<file path="src/rtl/line_osc_cal.sv">
module line_osc_cal #(
  parameter int DIV = 432,
  parameter int OOL_LINES = 8
) (
  input  logic       clk,
  input  logic       rst_n,
  input  logic       por_det,
  input  logic       wr_sub0,
  input  logic       wr_sub1,
  input  logic [2:0] wr_data,
  input  logic       locked,
  input  logic       noisy,
  input  logic       freq_reached,
  input  logic       osc_tick,
  output logic       protect_req,
  output logic       cal_active,
  output logic [1:0] tc_sel,
  output logic       loop_open,
  output logic [1:0] xtal_sel,
  output logic       line_pulse
);
  localparam int DIV_W = $clog2(DIV);
  localparam int CNT_W = $clog2(OOL_LINES + 1);
  localparam logic [DIV_W-1:0] DIV_LAST = DIV_W'(DIV - 1);
  localparam logic [CNT_W-1:0] CNT_LAST = CNT_W'(OOL_LINES - 1);
  localparam logic [1:0] TC_SLOW = 2'd0, TC_MED = 2'd1, TC_FAST = 2'd2;

  logic [DIV_W-1:0] div;
  logic [CNT_W-1:0] ool_cnt;
  logic [1:0]       mode;
  logic             seen0;
  logic             start_wr, ool_trig;

  assign start_wr = wr_sub1 && seen0;
  assign ool_trig = line_pulse && !locked && (ool_cnt == CNT_LAST) && !cal_active && !protect_req;

  assign tc_sel = (mode == 2'b01) ? TC_FAST :
                  (mode == 2'b10) ? TC_SLOW :
                  (locked && noisy) ? TC_SLOW : TC_MED;

  always_ff @(posedge clk or negedge rst_n) begin
    if (!rst_n) begin
      div        <= '0;
      line_pulse <= 1'b0;
    end else if (osc_tick && div == DIV_LAST) begin
      div        <= '0;
      line_pulse <= 1'b1;
    end else begin
      if (osc_tick) div <= div + 1'b1;
      line_pulse <= 1'b0;
    end
  end

  always_ff @(posedge clk or negedge rst_n) begin
    if (!rst_n) begin
      ool_cnt <= '0;
    end else if (por_det || locked || cal_active || protect_req) begin
      ool_cnt <= '0;
    end else if (line_pulse) begin
      ool_cnt <= (ool_cnt == CNT_LAST) ? '0 : ool_cnt + 1'b1;
    end
  end

  always_ff @(posedge clk or negedge rst_n) begin
    if (!rst_n) begin
      protect_req <= 1'b1;
      cal_active  <= 1'b0;
      seen0       <= 1'b0;
      mode        <= 2'b00;
      loop_open   <= 1'b0;
      xtal_sel    <= 2'b00;
    end else if (por_det) begin
      protect_req <= 1'b1;
      cal_active  <= 1'b0;
      seen0       <= 1'b0;
      mode        <= 2'b00;
      loop_open   <= 1'b0;
      xtal_sel    <= 2'b00;
    end else begin
      if (wr_sub0) begin
        seen0    <= 1'b1;
        xtal_sel <= wr_data[1:0];
      end
      if (wr_sub1) begin
        mode      <= wr_data[1:0];
        loop_open <= wr_data[2];
      end
      if (start_wr || ool_trig) begin
        cal_active <= 1'b1;
      end else if (cal_active && freq_reached) begin
        cal_active  <= 1'b0;
        protect_req <= 1'b0;
      end
    end
  end

  AST_DIV_RANGE: assert property (@(posedge clk) disable iff (!rst_n) div <= DIV_LAST);
  AST_LINE_AFTER_TICK: assert property (@(posedge clk) disable iff (!rst_n)
    line_pulse |-> $past(osc_tick));
  AST_CAL_NEEDS_SUB0: assert property (@(posedge clk) disable iff (!rst_n)
    $rose(cal_active) |-> $past(seen0));
  AST_CAL_ENDS: assert property (@(posedge clk) disable iff (!rst_n)
    cal_active && freq_reached && !wr_sub1 && !por_det |=> !cal_active);
  AST_PROTECT_DROP: assert property (@(posedge clk) disable iff (!rst_n)
    $fell(protect_req) |-> $past(cal_active && freq_reached));
  AST_RECAL_ON_LINE: assert property (@(posedge clk) disable iff (!rst_n)
    $rose(cal_active) && !$past(wr_sub1) |-> $past(line_pulse && !locked));
  AST_POR_RESTORES: assert property (@(posedge clk) disable iff (!rst_n)
    por_det |=> protect_req && !cal_active && !loop_open);
endmodule

</file>
<file path="config.mk">
export PLATFORM = sky130hd
export DESIGN_NAME = line_osc_cal
export DESIGN_NICKNAME = d
export VERILOG_FILES = /design/src/rtl/line_osc_cal.sv
export SDC_FILE = /design/constraint.sdc
export NUM_CORES = 1
export LEC_CHECK = 0
export BUFFER_PORTS_ARGS = -buffer_cell sky130_fd_sc_hd__buf_2
export CORE_UTILIZATION = 47
export CTS_CLUSTER_SIZE = 16
export DETAILED_ROUTE_END_ITERATION = 7
export HOLD_SLACK_MARGIN = 0.05
export MAX_ROUTING_LAYER = met4
export PLACE_DENSITY = 0.72
export SYNTH_ARGS = -nofsm -noshare
export SYNTH_HDL_FRONTEND = slang
export SYNTH_SLANG_ARGS = --single-unit
</file>
<file path="constraint.sdc">
create_clock -name clk -period 1.46 [get_ports clk]
set_clock_uncertainty 0.1 [all_clocks]
set_input_delay 0.219 -clock clk [delete_from_list [all_inputs] [get_ports clk]]
set_output_delay 0.219 -clock clk [all_outputs]
set_load 0.01 [all_outputs]
</file>
==> implementation parameters, run 1 <==
Parameter                              Value

Routing
  Routed via count divided by cell count    approximately 5.1
  DRC violation count after routing    0
  Count of antenna-violating nets left after detailed routing    0
  First drt pass iteration count    4
  Wire length per cell    between 10 and 15 um
  DRC violation total after the first TritonRoute iteration    16
  Wire length reported by the detailed router    approximately 2.1 mm
  Total number of vias    839

Worst setup path
  Delay of the slowest cell on the worst path    around 0.46 ns
  Critical Path Slowest Stage Cell    sky130_fd_sc_hd__or4b_1
  Worst setup SP type    register
  Sum of buffers and inverters on the critical path    0
  Crit path from    protect_req
  Data required time at the worst endpoint    ~1.6 ns
  Crit path max fanout    2
  Cell-by-cell listing of the critical path    or3_4 > or4b_1 > a31oi_1
  Element type at the critical path end    register
  CP delay by family, top    simple AND/OR/NAND/NOR gates
  Launch point of the worst reg-to-reg path    protect_req
  Arrival time at the worst endpoint    between 1.5 and 2 ns
  Classification of the worst setup path    reg -> reg

Logic synthesis
  Fraction of post-synthesis cell area in the top cell type by area    0.508
  Most numerous cell types in the synthesized netlist    sky130_fd_sc_hd__dfrtp_1 (21), sky130_fd_sc_hd__nor2_1 (11), sky130_fd_sc_hd__nand2_1 (9), sky130_fd_sc_hd__mux2i_1 (6)
  Number of flops mapped to enable cells by yosys    0
  Combined area of all synthesized cells    0.00103 mm^2
  Synth top area cells    sky130_fd_sc_hd__dfrtp_1 (51%), sky130_fd_sc_hd__mux2i_1 (5.8%), sky130_fd_sc_hd__nor2_1 (4.0%)
  Yosys synthesis warning count    0
  Post-synthesis net count    around 110
  Post-synthesis area per instance    roughly 11 um^2
  Synth async-reset ratio    1.00
  Largest area contributor in the synthesized netlist    sky130_fd_sc_hd__dfrtp_1
  Prevailing post-synth register cell    sky130_fd_sc_hd__dfrtp_1
  Number of flip-flops and latches in the synthesized netlist    22
  Most instantiated library cell after synthesis    sky130_fd_sc_hd__dfrtp_1
  Proportion of synthesized chip area in sequential cells    0.534
  Gate count of the mapped netlist    98
  Number of distinct library cells after synthesis    30

CTS
  Number of H-tree levels    1
  Buffers from clock root to sink, at most    2
  Worst-skew pair later-pin latency    about 0.31 ns
  Number of buffers created by CTS    3
  Worst-path clk slew    0.12 ns
  CTS sink count    22
  CTS tree    yes
  Library cell used as clock root buffer    sky130_fd_sc_hd__clkbuf_4

STA
  Period Utilization, post-route    1.04
  Setup slack after layout    -0.0599 ns
  Worst-case hold slack    between 0.07 and 0.08 ns
  Max Transition Viols Final    0
  Maximum clock frequency    ~660 MHz
  Time the final worst path needs with I/O delays and setup    1.52 ns
  Relative slew slack    0.680
  Final TNS setup    -0.0897 ns
  Worst-Margin Slew    ~0.48 ns
  Total count of hold-check failures in the final report    0
  Unrepaired setup endpoints after global routing    yes
  Setup-failing EPs final    5

Global routing
  Number of global-route vias before repair    just under 900
  Routing usage on met1    0.233
  Pin count of the biggest net entering global routing    23
  Fraction of met3 tracks used by global routing    0.0374
  Overall track demand over capacity in global routing    0.205
  Wire length of the first global-routing pass    ~3.5 mm
  Met2 Use GR    0.345
  Leftover overflow at the end of global routing    0
  Peak-usage layer in the global routing report    met2
  Number of antenna violations at the first check in global routing    0

Final layout
  Ratio of cells with drive above 1 in the final layout    0.360
  Synth-to-layout area growth    32.3%
  Register area    552 um^2
  Share of the core filled with cells in the final layout    0.676
  Number of diodes    0
  Area occupied by multi-input gates    503 um^2
  Final design area excluding fillers    ~0.0014 mm^2
  Nets    about 150
  Fill cell instance count of the final layout    between 150 and 200

Outcome
  Violated checks    setup timing
  Status    complete, but fails checks

Power
  Leakage component of the power    0.640 nW
  Power density relative to cell area    between 1000 and 1500 mW/mm^2
  Highest ir drop seen on vdd    between 1 and 1.5 mV

Floorplan
  Die outline width    between 40 and 50 um
  Number of top-level design ports    20
  Vertical die dimension    ~49 um
  Starting Density    0.511
  Die Footprint    approximately 0.0024 mm^2
  Cell row count    16
  Placeable core region    between 0.002 and 0.0025 mm^2

Placement
  Input/output buffers    19
  Routability congestion estimate from global placement    just under 0.8
  Total cell area at the placement stage    0.00124 mm^2
  Detailed Place HPWL    1.46 mm

Job
  Maxcap violations    0

Min path
  Class of the most critical hold timing path    in -> reg
  Hold Path Origin    wr_data[0]
-- where the power goes --
| part | internal (W) | total (W) | switching (W) |
|---|---|---|---|
| logic | 0.000158 | 0.000305 | 0.000147 |
| registers | 0.000687 | 0.000784 | 0.0000968 |
| clock network | 0.000152 | 0.000331 | 0.000179 |
-- final timing paths --
path                       slack (ns)           to  cells past startpoint
min in group asynchronous        0.28   cal_active                      2
setup / recovery                -0.06   cal_active                      3
setup reg to reg                -0.06   cal_active                      3
hold / removal                   0.07  xtal_sel[0]                      3
max in group asynchronous        0.63  protect_req                      2
hold reg to reg                  0.41        seen0                      2
-- placed cells by master, fill, tap and decap left out, types with 4 or more instances in the layout --
| master | instances |
|---|---|
| sky130_fd_sc_hd__buf_4 | 13 |
| sky130_fd_sc_hd__nor2_1 | 10 |
| sky130_fd_sc_hd__nand2_1 | 9 |
| sky130_fd_sc_hd__nand3_1 | 4 |
| sky130_fd_sc_hd__xor2_1 | 4 |
| sky130_fd_sc_hd__nand2b_1 | 5 |
| sky130_fd_sc_hd__mux2i_1 | 6 |
| sky130_fd_sc_hd__buf_2 | 19 |
| sky130_fd_sc_hd__a21oi_1 | 4 |
| sky130_fd_sc_hd__dfrtp_1 | 21 |
-- worst register-to-register path, delay by kind of cell, from the launching register on --
kind / cells / cell delay [ns]
simple gates: 2 / 0.81
compound gates: 1 / 0.15
flops: 1 / 0.39
-- flip-flops by register name (all words and copies together), names as in the netlist --
name,flops
div,9
cal_active,1
loop_open,1
line_pulse,1
ool_cnt,4
mode,2
protect_req,1
seen0,1
xtal_sel,2
-- timing repair --
item | 4_1_cts | 5_1_grt
setup endpoints to repair | 4 | 11
buffers inserted | 3 | 1
hold endpoints to repair | 22 | 0
pin swaps | 1 | 4
gates resized for setup | 0 | 13
hold buffers | 2 | 0
-- metrics by stage --
stage          setup slack [ns]  instances  power [W]
6_report                -0.0599        163    0.00142
5_1_grt                  -0.138        163    0.00150
4_1_cts                 -0.0466        162    0.00140
3_5_place_dp            -0.0268        153    0.00105
3_3_place_gp            0.00341        153    0.00104
2_1_floorplan           -0.0192         98   0.000928
-- final cells by class --
cell class,count,share of cell area
well taps,27,0.0247
clock buffers,4,0.0265
inverters,2,0.00549
flip-flops and latches,22,0.403
repair buffers,36,0.172
multi-input cells,72,0.368
-- logic make-up (layout without fill, tap and decap cells) --
family,count (synthesis),count (layout),share of synthesized area
flops,22,22,0.534
compound gates,16,16,0.0957
xor+xnor,5,5,0.0424
simple gates,43,43,0.231
mux,6,6,0.0581
fa+ha+maj,2,2,0.0242
buf+inv,4,42,0.0145
-- layer usage --
| metal | part of all wire | wire length [um] |
|---|---|---|
| met4 | 0.022 | 46 |
| met3 | 0.013 | 27 |
| met5 | 0 | 0 |
| met1 | 0.48 | 988 |
| met2 | 0.49 | 1000 |
Power figures use the tool's default switching activity.
==> inputs of run 2 (changes only) <==
--- a/config.mk
+++ b/config.mk
@@ -5,13 +5,15 @@
 export SDC_FILE = /design/constraint.sdc
 export NUM_CORES = 1
 export LEC_CHECK = 0
-export BUFFER_PORTS_ARGS = -buffer_cell sky130_fd_sc_hd__buf_2
+export BUFFER_PORTS_ARGS = -buffer_cell sky130_fd_sc_hd__buf_4
 export CORE_UTILIZATION = 47
 export CTS_CLUSTER_SIZE = 16
 export DETAILED_ROUTE_END_ITERATION = 7
+export GPL_TIMING_DRIVEN = 0
 export HOLD_SLACK_MARGIN = 0.05
 export MAX_ROUTING_LAYER = met4
 export PLACE_DENSITY = 0.72
 export SYNTH_ARGS = -nofsm -noshare
 export SYNTH_HDL_FRONTEND = slang
 export SYNTH_SLANG_ARGS = --single-unit
+export TNS_END_PERCENT = 100
==> run 2 against run 1 <==
Against the previous run:
- the flow still finishes with violations (setup timing)
- total power shrank 3.2%
- die area is the same
- design area shrank 1.1%
- non-clock buffer count shrank 5
- largest power group unchanged
- final cell count shrank 3.1%
- hold slack lost 0.0032 ns
- combinational power shrank 1%
- largest cell class unchanged
==> implementation parameters, run 2 (synthesized netlist as in run 1, its figures left out) <==
Parameter                              Value

STA
  Relative slew slack    0.734
  Total count of hold-check failures in the final report    0
  Final TNS setup    -0.117 ns
  Worst-case hold slack    between 0.06 and 0.07 ns
  Worst-Margin Slew    0.400 ns
  Period Utilization, post-route    1.04
  Maximum clock frequency    around 660 MHz
  Setup slack after layout    -0.0616 ns
  Time the final worst path needs with I/O delays and setup    1.52 ns
  Unrepaired setup endpoints after global routing    yes
  Max Transition Viols Final    0
  Setup-failing EPs final    3

Routing
  DRC violation total after the first TritonRoute iteration    6
  Count of antenna-violating nets left after detailed routing    0
  Wire length per cell    approximately 13 um
  First drt pass iteration count    4
  Total number of vias    ~830
  Wire length reported by the detailed router    between 2 and 2.5 mm
  Routed via count divided by cell count    around 5.2
  DRC violation count after routing    0

Worst setup path
  Worst setup SP type    register
  Crit path max fanout    2
  Slack of the worst reg-to-reg path    -0.06 ns
  Data required time at the worst endpoint    between 1.5 and 2 ns
  Critical Path Slowest Stage Cell    sky130_fd_sc_hd__or4b_1
  Arrival time at the worst endpoint    1.65 ns
  Element type at the critical path end    register
  CP delay by family, top    simple AND/OR/NAND/NOR gates
  Reg2Reg Depth    3
  Delay of the slowest cell on the worst path    between 0.4 and 0.5 ns
  Cell-by-cell listing of the critical path    or3_1 > or4b_1 > a31oi_1
  Classification of the worst setup path    reg -> reg
  Reg2reg end    cal_active
  Launch point of the worst reg-to-reg path    protect_req
  Sum of buffers and inverters on the critical path    0

Power
  Switching part of the total power    0.301
  Power share of the combinational group    0.219
  Highest ir drop seen on vdd    0.804 mV
  Power spent charging and discharging nets    0.000414 W
  Power density relative to cell area    1020 mW/mm^2
  Design internal power    between 0.0009 and 0.001 W
  Relative contribution of sequential cells to total power    0.576
  Leakage component of the power    about 0.61 nW
  Share of total power in the clock network    0.205

Job
  Maxcap violations    0

Final layout
  Leading cell types in the layout, fill and taps excluded    sky130_fd_sc_hd__buf_4 (28), sky130_fd_sc_hd__dfrtp_1 (20), sky130_fd_sc_hd__nor2_1 (10), sky130_fd_sc_hd__nand2_1 (8), sky130_fd_sc_hd__mux2i_1 (6)
  Largest regs    div: 9 flops, ool_cnt: 4 flops
  Fill cell instance count of the final layout    between 150 and 200
  Register with the highest flop count    div
  Flip-flop count of the largest register after layout    9
  Most common cell after layout, fill and taps aside    sky130_fd_sc_hd__buf_4
  Ratio of cells with drive above 1 in the final layout    0.328
  Synth-to-layout area growth    30.9%
  Number of diodes    0
  Nets    around 150
  Register area    ~550 um^2
  Area occupied by multi-input gates    498 um^2
  Final cell count without fillers    ~160

CTS
  Number of buffers created by CTS    3
  Worst-skew pair later-pin latency    about 0.3 ns
  Buffers from clock root to sink, at most    2
  CTS sink count    22
  Worst-path clk slew    ~0.11 ns
  CTS tree    yes
  Library cell used as clock root buffer    sky130_fd_sc_hd__clkbuf_4
  Number of H-tree levels    1

Floorplan
  Cell row count    16
  Starting Density    0.511
  Vertical die dimension    between 40 and 50 um
  Placeable core region    between 0.002 and 0.0025 mm^2
  Die outline width    ~50 um
  Number of top-level design ports    20
  Die Footprint    roughly 0.0024 mm^2

Global routing
  Routing usage on met1    0.231
  Leftover overflow at the end of global routing    0
  Fraction of met3 tracks used by global routing    0.0374
  Met2 Use GR    0.345
  Number of global-route vias before repair    ~800
  Overall track demand over capacity in global routing    0.198
  Number of antenna violations at the first check in global routing    0
  Peak-usage layer in the global routing report    met2
  Wire length of the first global-routing pass    between 3 and 4 mm
  Pin count of the biggest net entering global routing    23

Outcome
  Status    complete, but fails checks
  Violated checks    setup timing

Placement
  Input/output buffers    18
  Cell Count Post-Placement    143
  Routability congestion estimate from global placement    0.747
  Detailed Place HPWL    1.34 mm

Min path
  Hold Path Origin    wr_sub0
  Worst Hold Path Cells    3
  Class of the most critical hold timing path    in -> reg
  WHS Endpoint    seen0
## run 2: changes by cell type in the layout (fill, tap and decap cells not counted), sizes merged
cell,change
clkbuf,+1
buf,-6
## run 2: how the worst max path moves through the flow
| stage | from | endpoint | slack (ns) | depth (start not counted) |
|---|---|---|---|---|
| 2_1_floorplan | cal_active | cal_active | -0.02 | 3 |
| 3_3_place_gp | div[0] | div[0] | -0.15 | 4 |
| 3_5_place_dp | div[0] | div[0] | -0.17 | 4 |
| 4_1_cts | protect_req | cal_active | -0.06 | 3 |
| 5_1_grt | div[1] | div[8] | -0.13 | 4 |
| 6_report | protect_req | cal_active | -0.06 | 3 |
## run 2: cell type report
class | count | area share
buffer | 1 | 0.00278
multi-input combinational | 72 | 0.368
clock buffer | 4 | 0.0194
timing repair buffer | 30 | 0.170
tap | 27 | 0.0250
inverter | 2 | 0.00555
sequential | 22 | 0.409
## run 2: timing repair
action / CTS / global route
hold buffers: 2 / 0
gates cloned: 0 / 0
resized for setup: 0 / 11
hold endpoints to repair: 23 / 0
endpoints found under the setup margin: 9 / 11
buffers inserted: 7 / 3
pin swaps: 1 / 5
## run 2: worst min-delay path, stage by stage
cell                     delay (ns)
sky130_fd_sc_hd__buf_4         0.11
sky130_fd_sc_hd__nor2_1        0.04
sky130_fd_sc_hd__nor2_1        0.07
## run 2: through the flow
stage | utilization | area, um^2 | setup slack [ns] | power [W]
floorplan | - | 1030 | -0.0192 | 0.000928
global placement | 0.595 | 1200 | -0.146 | 0.00102
detailed placement | 0.595 | 1200 | -0.170 | 0.00103
CTS | 0.642 | 1300 | -0.0583 | 0.00133
global route | 0.669 | 1350 | -0.126 | 0.00146
finish | 0.669 | 1350 | -0.0616 | 0.00138
## run 2: per-layer routing
metal / up-vias / wire, um
met3: 2 / 47
met2: 8 / 1060
met4: 0 / 15
met1: 404 / 916
li1: 411 / -
met5: - / 0
## run 2: power by group through the flow
| stage | Clock [W] | Combinational (W) | Sequential [W] |
|---|---|---|---|
| after floorplan | 0 | 0.000164 | 0.000764 |
| after global placement | 0 | 0.000244 | 0.000776 |
| after detailed placement | 0 | 0.000255 | 0.000775 |
| after CTS | 0.000286 | 0.000261 | 0.000786 |
| after global routing | 0.000317 | 0.000341 | 0.000805 |
| final | 0.000282 | 0.000301 | 0.000793 |
